File: src/rtl/bsu_pkg.sv
package bsu_pkg;

  localparam int DATA_W = 8;
  localparam int STAT_W = 8;
  localparam int OP_W   = 4;

  // status bit positions
  localparam int FLAG_C = 0;
  localparam int FLAG_Z = 1;
  localparam int FLAG_N = 2;
  localparam int FLAG_V = 3;
  localparam int FLAG_S = 4;
  localparam int FLAG_H = 5;
  localparam int FLAG_T = 6;
  localparam int FLAG_I = 7;

  typedef enum logic [OP_W-1:0] {
    OP_PASS  = 4'd0,
    OP_SHL   = 4'd1,
    OP_SHR   = 4'd2,
    OP_ROTL  = 4'd3,
    OP_ROTR  = 4'd4,
    OP_ASHR  = 4'd5,
    OP_SWAP  = 4'd6,
    OP_TSTO  = 4'd7,
    OP_TLOD  = 4'd8,
    OP_FSET  = 4'd9,
    OP_FCLR  = 4'd10
  } bsu_op_e;

endpackage

File: src/rtl/bsu_shifter.sv
module bsu_shifter
  import bsu_pkg::*;
#(
  parameter int W = DATA_W
) (
  input  bsu_op_e        op,
  input  logic [W-1:0]   din,
  input  logic           cin,
  output logic [W-1:0]   dout,
  output logic           cout,
  output logic           h_upd,
  output logic           h_val
);

  localparam int HALF = W / 2;

  always_comb begin
    dout  = din;
    cout  = cin;
    h_upd = 1'b0;
    h_val = din[HALF-1];
    case (op)
      OP_SHL: begin
        dout  = {din[W-2:0], 1'b0};
        cout  = din[W-1];
        h_upd = 1'b1;
      end
      OP_SHR: begin
        dout = {1'b0, din[W-1:1]};
        cout = din[0];
      end
      OP_ROTL: begin
        dout  = {din[W-2:0], cin};
        cout  = din[W-1];
        h_upd = 1'b1;
      end
      OP_ROTR: begin
        dout = {cin, din[W-1:1]};
        cout = din[0];
      end
      OP_ASHR: begin
        dout = {din[W-1], din[W-1:1]};
        cout = din[0];
      end
      OP_SWAP: begin
        dout = {din[HALF-1:0], din[W-1:HALF]};
      end
      default: begin
        dout = din;
      end
    endcase
  end

endmodule

File: src/rtl/bsu_flagcalc.sv
module bsu_flagcalc
  import bsu_pkg::*;
#(
  parameter int W  = DATA_W,
  parameter int SW = STAT_W
) (
  input  logic [W-1:0]  res,
  input  logic          cout,
  input  logic          h_upd,
  input  logic          h_val,
  input  logic [SW-1:0] st_in,
  output logic [SW-1:0] st_out
);

  logic flag_n;
  logic flag_v;

  assign flag_n = res[W-1];
  assign flag_v = flag_n ^ cout;

  always_comb begin
    st_out          = st_in;
    st_out[FLAG_C]  = cout;
    st_out[FLAG_Z]  = (res == '0);
    st_out[FLAG_N]  = flag_n;
    st_out[FLAG_V]  = flag_v;
    st_out[FLAG_S]  = flag_n ^ flag_v;
    if (h_upd) begin
      st_out[FLAG_H] = h_val;
    end
  end

endmodule

File: src/rtl/bsu_bitxfer.sv
module bsu_bitxfer
  import bsu_pkg::*;
#(
  parameter int W  = DATA_W,
  parameter int SW = STAT_W,
  localparam int IDX_W = $clog2(W)
) (
  input  bsu_op_e         op,
  input  logic [W-1:0]    din,
  input  logic [IDX_W-1:0] idx,
  input  logic [SW-1:0]   st_in,
  output logic [W-1:0]    dout,
  output logic [SW-1:0]   st_out
);

  logic [W-1:0] sel_onehot;
  logic         picked_bit;

  // one lane per data bit: decode and optional overwrite by T
  for (genvar g = 0; g < W; g++) begin : g_data_lane
    assign sel_onehot[g] = (idx == IDX_W'(g));
    assign dout[g] = (op == OP_TLOD && sel_onehot[g]) ? st_in[FLAG_T] : din[g];
  end

  assign picked_bit = |(din & sel_onehot);

  // one lane per status bit
  for (genvar g = 0; g < SW; g++) begin : g_stat_lane
    logic hit;
    assign hit = (idx == IDX_W'(g));
    always_comb begin
      st_out[g] = st_in[g];
      if (op == OP_FSET && hit) begin
        st_out[g] = 1'b1;
      end else if (op == OP_FCLR && hit) begin
        st_out[g] = 1'b0;
      end else if (op == OP_TSTO && g == FLAG_T) begin
        st_out[g] = picked_bit;
      end
    end
  end

endmodule

File: src/rtl/bsu_top.sv
module bsu_top
  import bsu_pkg::*;
#(
  parameter int W  = DATA_W,
  parameter int SW = STAT_W,
  localparam int IDX_W = $clog2(W)
) (
  input  logic             clk,
  input  logic             rst,
  input  logic [OP_W-1:0]  op_sel,
  input  logic [W-1:0]     operand,
  input  logic [IDX_W-1:0] bit_idx,
  input  logic [SW-1:0]    status_in,
  output logic [W-1:0]     result_out,
  output logic [SW-1:0]    status_out
);

  bsu_op_e       op;
  logic [W-1:0]  sh_res;
  logic          sh_c;
  logic          sh_hupd;
  logic          sh_hval;
  logic [SW-1:0] sh_st;
  logic [W-1:0]  bx_res;
  logic [SW-1:0] bx_st;
  logic [W-1:0]  nxt_res;
  logic [SW-1:0] nxt_st;
  logic          is_shift;
  logic          is_bitop;

  assign op = bsu_op_e'(op_sel);

  bsu_shifter #(.W(W)) i_shifter (
    .op    (op),
    .din   (operand),
    .cin   (status_in[FLAG_C]),
    .dout  (sh_res),
    .cout  (sh_c),
    .h_upd (sh_hupd),
    .h_val (sh_hval)
  );

  bsu_flagcalc #(.W(W), .SW(SW)) i_flagcalc (
    .res    (sh_res),
    .cout   (sh_c),
    .h_upd  (sh_hupd),
    .h_val  (sh_hval),
    .st_in  (status_in),
    .st_out (sh_st)
  );

  bsu_bitxfer #(.W(W), .SW(SW)) i_bitxfer (
    .op     (op),
    .din    (operand),
    .idx    (bit_idx),
    .st_in  (status_in),
    .dout   (bx_res),
    .st_out (bx_st)
  );

  assign is_shift = (op_sel >= OP_W'(OP_SHL)) && (op_sel <= OP_W'(OP_ASHR));
  assign is_bitop = (op_sel >= OP_W'(OP_TSTO)) && (op_sel <= OP_W'(OP_FCLR));

  always_comb begin
    if (is_shift) begin
      nxt_res = sh_res;
      nxt_st  = sh_st;
    end else if (op_sel == OP_W'(OP_SWAP)) begin
      nxt_res = sh_res;
      nxt_st  = status_in;
    end else if (is_bitop) begin
      nxt_res = bx_res;
      nxt_st  = bx_st;
    end else begin
      nxt_res = operand;
      nxt_st  = status_in;
    end
  end

  always_ff @(posedge clk) begin
    if (rst) begin
      result_out <= '0;
      status_out <= '0;
    end else begin
      result_out <= nxt_res;
      status_out <= nxt_st;
    end
  end

  AST_SHIFT_V_RULE: assert property (@(posedge clk) disable iff (rst)
    is_shift |=> (status_out[FLAG_V] == (status_out[FLAG_N] ^ status_out[FLAG_C])));

  AST_SHIFT_ZERO: assert property (@(posedge clk) disable iff (rst)
    is_shift |=> (status_out[FLAG_Z] == (result_out == '0)));

  AST_SHIFT_IT_KEPT: assert property (@(posedge clk) disable iff (rst)
    is_shift |=> (status_out[FLAG_I:FLAG_T] == $past(status_in[FLAG_I:FLAG_T])));

  AST_SHR_MSB_ZERO: assert property (@(posedge clk) disable iff (rst)
    (op_sel == OP_W'(OP_SHR)) |=> (result_out[W-1] == 1'b0));

  AST_SWAP_FLAGS: assert property (@(posedge clk) disable iff (rst)
    (op_sel == OP_W'(OP_SWAP)) |=> (status_out == $past(status_in)));

  AST_TLOD_FLAGS: assert property (@(posedge clk) disable iff (rst)
    (op_sel == OP_W'(OP_TLOD)) |=> (status_out == $past(status_in)));

  AST_FSET_HIT: assert property (@(posedge clk) disable iff (rst)
    (op_sel == OP_W'(OP_FSET)) |=> (status_out[$past(bit_idx)] == 1'b1));

  AST_FCLR_HIT: assert property (@(posedge clk) disable iff (rst)
    (op_sel == OP_W'(OP_FCLR)) |=> (status_out[$past(bit_idx)] == 1'b0));

  AST_PASS_RESULT: assert property (@(posedge clk) disable iff (rst)
    (op_sel == OP_W'(OP_PASS)) |=> (result_out == $past(operand)));

endmodule

File: config.mk
export PLATFORM = sky130hd
export DESIGN_NAME = bsu_top
export DESIGN_NICKNAME = d
export VERILOG_FILES = /design/src/rtl/bsu_pkg.sv /design/src/rtl/bsu_shifter.sv /design/src/rtl/bsu_flagcalc.sv /design/src/rtl/bsu_bitxfer.sv /design/src/rtl/bsu_top.sv
export SDC_FILE = /design/constraint.sdc
export NUM_CORES = 1
export LEC_CHECK = 0
export CAP_MARGIN = 30
export CORE_MARGIN = 2
export CORE_UTILIZATION = 42
export DETAILED_ROUTE_END_ITERATION = 6
export PLACE_DENSITY_LB_ADDON = 0.15
export SYNTH_ARGS = -nofsm -noshare
export SYNTH_HDL_FRONTEND = slang
export SYNTH_SLANG_ARGS = --single-unit
File: constraint.sdc
create_clock -name clk -period 4.4 [get_ports clk]
set_clock_uncertainty 0.15 [all_clocks]
set_input_delay 0.66 -clock clk [delete_from_list [all_inputs] [get_ports clk]]
set_output_delay 0.66 -clock clk [all_outputs]
set_load 0.03 [all_outputs]
* Word level (Yosys, flattened, before mapping) *
Cells that the tools add are included.

operators by class
  magnitude comparators = 4
  equal/unequal tests = 17
  mux-type cells = 35
  bitwise operators = 3
  reductions and logical operators = 31

operators by type and width
  operator                                                        count
  two-way mux 8 bit                                               6
  one-hot mux 8 bit (6 select lines)                              1
  two-way mux 1 bit                                               27
  logical AND 1 bit                                               26
  == test 4 x 3 -> 1 bit, second input constant                   4
  == test 3 bit, second input constant                            4
  == test 4 bit, second input constant                            3
  AND 8 bit                                                       1
  == test 4 x 2 -> 1 bit, second input constant                   2
  zero test 8 bit                                                 1
  OR reduction 8 bit                                              1
  == test 3 x 2 -> 1 bit, second input constant                   2
  == test 4 x 1 -> 1 bit, second input constant                   1
  >= comparator 4 x 1 -> 1 bit, second input constant             1
  >= comparator 4 x 3 -> 1 bit, second input constant             1
  less-or-equal comparator 4 x 3 -> 1 bit, second input constant  1
  less-or-equal comparator 4 bit, second input constant           1
  == test 3 x 1 -> 1 bit, second input constant                   1
  zero test 3 bit                                                 1
  OR reduction 3 bit                                              1
  one-hot mux 1 bit (2 select lines)                              1
  OR reduction 2 bit                                              1
  bitwise XOR 1 bit                                               2

word-level totals
  bits in registers = 16
  input bits = 25
  output and inout port bits = 16

* Depth between registers and ports, before layout *
Gate-level depths: netlist (run 1).

  depth in word-level cells = 9
  gate-level depth with buffers = 8
  mapped depth without buffers = 5

* Modules after synthesis *
From an unflattened synthesis (run 1), not the netlist that was laid out.

second synthesis, totals
  cell total of the unflattened synthesis = 229
  area total of the unflattened synthesis = 1784.2 um^2

by module, submodules not included
  module        instances  cells each  area each (um^2)  sequential area each (um^2)
  bsu_top       1          97          845.8             320.3
  bsu_bitxfer   1          62          431.7             0.0
  bsu_shifter   1          59          426.7             0.0
  bsu_flagcalc  1          11          80.1              0.0

* Worst setup path before layout (run 1) *
OpenSTA, ideal clock, no wires.

  path type = input-to-reg
  from = input port op_sel[1]
  to = register result_out[3]
  arrival time = 2098 ps
  setup slack = 2018 ps
  stages on the path = 6
  path buffers = 1
  cell sequence = buf_6 or4b_4 or3_1 mux2_4 nor2_2 a211oi_1

on the way
  cells in the longest elaborated chain, start to end = 6

ends and longest elaborated chain
  what                                                                  line           text
  start, declared                                                       bsu_top.sv:10  input logic [OP_W-1:0] op_sel,
  branches (longest 5 deep; another with >= comparator 4 x 3 -> 1 bit)  --
  two-way mux 8 bit (*)                                                 bsu_top.sv:65  if (is_shift) begin
  end signal, assigned                                                  bsu_top.sv:85  result_out <= nxt_res;
  end, declared                                                         bsu_top.sv:14  output logic [W-1:0] result_out,

Every way passes the cells marked *.
A chain may end at the register's enable or synchronous reset.

* Worst setup path after layout (run 1) *
  from = input port op_sel[1]
  to = register result_out[7]

Same word-level chain as after synthesis.

==> flow_summary_export.csv, run 1 <==
group,metric,value,unit
status,outcome,"complete, no violations",
clock_tree,cts_max_level,1,
finish,diodes,0,
sta,tightest_slew,0.807,ns
worst_hold_path,hold_depth,3,
routing,drc,0,
placed_design,post-place-ws,1.13,ns
sta,post-route-min-period,3.04,ns
clock_tree,cts_made_buffers,3,
power,p_leak,0.762,nW
clock_tree,clock-sinks,16,
worst_setup_path,arrival,3.02,ns
routing,viasPerCell,6.38,
synthesis,yosysTopAreaCellShare,18.8,%
die,start_util,43.3,%
worst_setup_path,cp_max_fo,18,
routing,dr.pass1.iters,5,
synthesis,syn_avg_cell_area,6.72,um2
clock_tree,ctsHoldBuffers,0,
global_routing,grt.total_usage,24.9,%
placed_design,io_buffers,40,
placed_design,place.gp.congestion,0.937,
routing,num_vias,2062,
synthesis,yosysSeqAreaShare,18.8,%
clock_tree,cts_setup_buffers,0,
sta,worst_hold_slack,0.910,ns
finish,nNetsFinal,299,
global_routing,grt_pass1_vias,1699,
power,p_per_area,235,mW/mm2
sta,timing.final.ws_setup,1.36,ns
synthesis,synth_common_cells,"a21oi_1 (45), nor2_1 (23), clkbuf_1 (21), dfxtp_1 (16), o21ai_0 (14)",
synthesis,syn_nets,279,
sta,hold_violations,0,
clock_tree,clk_pin_slew,0.07,ns
die,die_w,67.7,um
synthesis,synth_area_leaders,"dfxtp_1 (19%), a21oi_1 (13%), nor2_1 (5.1%)",
run,drv_cap,0,
clock_tree,cts_buffer_depth,2,
die,num_io_pins,41,
sta,setup_viol,0,
synthesis,synth_largest_area_cell,"dfxtp_1",
routing,drtIter0Drc,229,
global_routing,grt_max_degree,35,
synthesis,synth_most_common_cell,"a21oi_1",
synthesis,ys_warn_count,0,
synthesis,ys_types,54,
clock_tree,post_cts_resized,0,
sta,rsz0062_at_grt,"no",
sta,min_period_over_period,69.1,%
global_routing,antenna_found_initial,0,
die,core-area,0.00394,mm2
sta,timing.fmax,329,MHz
placed_design,dp_hpwl,3810,um
worst_setup_path,critPathCaptureType,"register",
worst_hold_path,hp-start,"status_in[7]",
routing,ant_nets,0,
synthesis,syn_inst,254,
synthesis,synth_edf_count,0,
global_routing,grt_overflow_total,0,
power,peakVddDrop,0.105,mV
die,rows,23,
synthesis,synth-main-ff-cell,"dfxtp_1",
global_routing,grt_pass1_wl,8600,um
sta,setup_tns,0,ns
finish,final_core_util,54.0,%
synthesis,ys_ff_latch,16,
worst_setup_path,worst-endpoint-required,4.38,ns
synthesis,postSynth.asyncResetShare,0,%
worst_setup_path,startpoint,"op_sel[1]",
routing,routed_wl,5460,um
synthesis,syn_area,0.00171,mm2
worst_setup_path,path_class,"in -> reg",
finish,area_growth,24.9,%
sta,slew_headroom,46.1,%
routing,wl_per_cell,16.9,um
die,die_h,67.7,um
worst_setup_path,worstSetupStartpointType,"input port",
worst_hold_path,hold_path_class,"in -> reg",
finish,final_layout_size_suffix_gt1_share,7.33,%
clock_tree,cts-root-buf,"clkbuf_8",
sta,report.final.slew_viol_count,0,
die,die_area,0.00459,mm2
clock_tree,cts_tree,"done",
==> logic make-up after synthesis <==
logic type	synth area share, %
AND/OR/NAND/NOR	25.1
AO/OA/AOI/OAI	41.6
multiplexers	4.62
flip-flops	18.8
buffers and inverters	9.90
==> placed cells by master (no fill, tap or decap), types with 4 or more instances in the layout <==
master,synthesis,routed
nor2b_1,6,6
o21ai_0,14,14
inv_1,12,12
a211oi_1,9,9
a21oi_1,45,45
o22ai_1,4,4
a31oi_1,4,4
dfxtp_1,16,16
nor2_1,23,23
buf_4,1,4
nand2_1,10,10
nor3_1,13,13
clkdlybuf4s50_1,0,40
nand2b_1,4,4
clkbuf_8,0,4
a22oi_1,4,4
==> through the flow <==
step | instance area (um2) | power, mW | instances
final | 2130 | 0.501 | 323
after global routing | 2130 | 0.526 | 323
after CTS | 2130 | 0.497 | 323
after floorplan | 1710 | 0.293 | 254
after global placement | 2080 | 0.365 | 319
after detailed placement | 2080 | 0.365 | 319
==> worst max-delay path, stage by stage <==
cell and delay [ns]:
clkdlybuf4s50_1 0.68, buf_4 0.34, nor4b_2 0.75, a21oi_1 0.15, a31o_2 0.25, mux2i_1 0.13, nor2_1 0.05
==> worst paths after layout <==
kind | endpoint | slack (ns)
min | status_out[7] | 0.91
max | result_out[7] | 1.36
==> sequential cells by signal, indices dropped and copies added, names as in the netlist <==
register	flops
result_out	8
status_out	8
==> metal layers <==
layer / GRT usage [%] / wire, um
met5: 0 / 0
met4: 8.93 / 99
met1: 36.1 / 2410
met3: 2.33 / 483
met2: 37.7 / 2460
==> final cells by class <==
type | instances | area, um2
timing repair buffer | 44 | 430
inverter | 12 | 45.0
multi-input combinational | 197 | 1220
fill | 389 | 1810
tap | 50 | 62.6
clock buffer | 4 | 55.1
sequential | 16 | 320
==> where the power goes <==
group | internal [mW] | switching (mW) | total [mW] | leakage [nW]
clock network | 0.0796 | 0.0566 | 0.136 | 0.0288
logic | 0.0835 | 0.122 | 0.205 | 0.600
registers | 0.157 | 0.00286 | 0.160 | 0.133
total | 0.320 | 0.181 | 0.501 | 0.762
Power figures use the tool's default switching activity.
==> run 2, diff against run 1 <==
==> constraint.sdc (replaced) <==
create_clock -name clk -period 3.1 [get_ports clk]
set_clock_uncertainty 0.15 [all_clocks]
set_input_delay 0.465 -clock clk [delete_from_list [all_inputs] [get_ports clk]]
set_output_delay 0.465 -clock clk [all_outputs]
set_load 0.03 [all_outputs]
==> flow_summary_export.csv, run 2 (synthesis gave the netlist of run 1 again) <==
group,metric,value,unit
routing,num_vias,2046,
placed_design,post-place-ws,0.324,ns
worst_hold_path,whs_endpoint,"status_out[7]",
global_routing,grt.total_usage,25.8,%
global_routing,grt_overflow_total,0,
routing,routed_wl,5610,um
worst_hold_path,hold_depth,3,
power,p_total,0.717,mW
global_routing,grt_max_degree,35,
clock_tree,post_cts_resized,0,
routing,ant_nets,0,
die,start_util,43.3,%
clock_tree,cts_setup_buffers,0,
status,outcome,"complete, no violations",
placed_design,dp_hpwl,4110,um
finish,seq_area,320,um2
sta,setup_tns,0,ns
worst_setup_path,cp_slowest_cell,"or4b_4",
clock_tree,cts_buffer_depth,2,
finish,multi_input_area,0.00122,mm2
worst_setup_path,cp_cell_sequence,"clkdlybuf4s50_1 -> or4b_4 -> or3_1 -> mux2_4 -> nor2_2 -> a211oi_1",
sta,min_period_over_period,82.0,%
clock_tree,ctsHoldBuffers,0,
finish,final_common_cell,"a21oi_1",
placed_design,place.gp.congestion,0.954,
worst_hold_path,hp-start,"status_in[7]",
worst_setup_path,critPathCaptureType,"register",
clock_tree,clk_pin_slew,0.06,ns
global_routing,antenna_found_initial,0,
finish,area_growth,30.1,%
clock_tree,clock-sinks,16,
die,core-area,0.00394,mm2
sta,tightest_slew,0.626,ns
die,num_io_pins,41,
power,peakVddDrop,0.130,mV
clock_tree,cts_tree,"done",
finish,final_layout_size_suffix_gt1_share,11.2,%
die,die_area,0.00459,mm2
finish,diodes,0,
clock_tree,cts-root-buf,"clkbuf_8",
worst_setup_path,cpPeakStageDelay,0.60,ns
global_routing,grt_pass1_wl,8820,um
clock_tree,cts_made_buffers,3,
die,die_w,67.7,um
sta,setup_viol,0,
routing,drc,0,
worst_hold_path,hold_path_class,"in -> reg",
sta,slew_headroom,58.2,%
power,p_per_area,323,mW/mm2
finish,final_cell_mix,"a21oi_1 (45), clkdlybuf4s50_1 (40), nor2_1 (23), buf_4 (16), dfxtp_1 (16)",
sta,hold_violations,0,
finish,top_regs,"result_out x8, status_out x8",
sta,post-route-min-period,2.54,ns
sta,report.final.slew_viol_count,0,
worst_setup_path,worst-endpoint-required,3.09,ns
routing,wl_per_cell,16.7,um
clock_tree,cts_max_level,1,
worst_setup_path,cp_max_fo,10,
die,rows,23,
routing,dr.pass1.iters,5,
finish,nFillCells,385,
run,drv_cap,0,
finish,nNetsFinal,311,
sta,timing.final.ws_setup,0.557,ns
worst_setup_path,arrival,2.54,ns
worst_setup_path,path_class,"in -> reg",
global_routing,grt_pass1_vias,1673,
die,die_h,67.7,um
placed_design,io_buffers,40,
sta,rsz0062_at_grt,"no",
routing,drtIter0Drc,206,
routing,viasPerCell,6.11,
power,p_leak,0.822,nW
sta,timing.fmax,393,MHz
worst_setup_path,worstSetupStartpointType,"input port",
[run 2: cell types whose count changed in the layout (fill, tap and decap cells not counted)]
cell,before,now
buf_4,4,16
[run 2: worst max-delay path, delay by kind of cell]
family                 cells  cell delay (ns)
muxes                      1             0.21
AOI/OAI and AO/OA          1             0.27
buffers and inverters      1             0.57
and+or+nand+nor            3             1.02
[run 2: how the worst max path moves through the flow]
| stage | slack [ns] | startpoint | cells past startpoint | to |
|---|---|---|---|---|
| after floorplan | 0.91 | op_sel[1] | 6 | result_out[3] |
| after global placement | 0.34 | op_sel[1] | 6 | status_out[2] |
| after detailed placement | 0.32 | op_sel[2] | 6 | result_out[3] |
| after CTS | 0.55 | op_sel[2] | 6 | result_out[3] |
| after global routing | 0.39 | op_sel[2] | 7 | result_out[3] |
| final | 0.56 | op_sel[2] | 6 | result_out[3] |
[run 2: power breakdown]
group,switching [mW],total (mW),internal (mW)
clock,0.0740,0.187,0.113
combinational,0.175,0.304,0.128
sequential,0.00396,0.227,0.223
total,0.253,0.717,0.464
[run 2: routing by layer]
| layer | up-vias | wire length [um] | global-route usage (%) |
|---|---|---|---|
| li1 | 1011 | - | - |
| met1 | 927 | 2530 | 38.5 |
| met2 | 103 | 2590 | 39.8 |
| met3 | 5 | 430 | 1.50 |
| met4 | 0 | 57 | 6.63 |
| met5 | - | 0 | 0 |
[run 2: metrics by stage]
| step | hold slack (ns) | instance area [um2] | util, % | cells |
|---|---|---|---|---|
| 3_5_place_dp | 0.962 | 2170 | 54.9 | 331 |
| 2_1_floorplan | 0.388 | 1710 | - | 254 |
| 6_report | 0.700 | 2220 | 56.3 | 335 |
| 4_1_cts | 0.701 | 2220 | 56.3 | 335 |
| 5_1_grt | 0.747 | 2220 | 56.3 | 335 |
| 3_3_place_gp | 0.970 | 2170 | 54.9 | 331 |
[run 2: area by class of cell]
class                      count  area share, %
inverter                      12           2.03
clock buffer                   4           2.48
timing repair buffer          56           23.4
tap                           50           2.82
sequential                    16           14.4
multi-input combinational    197           54.8
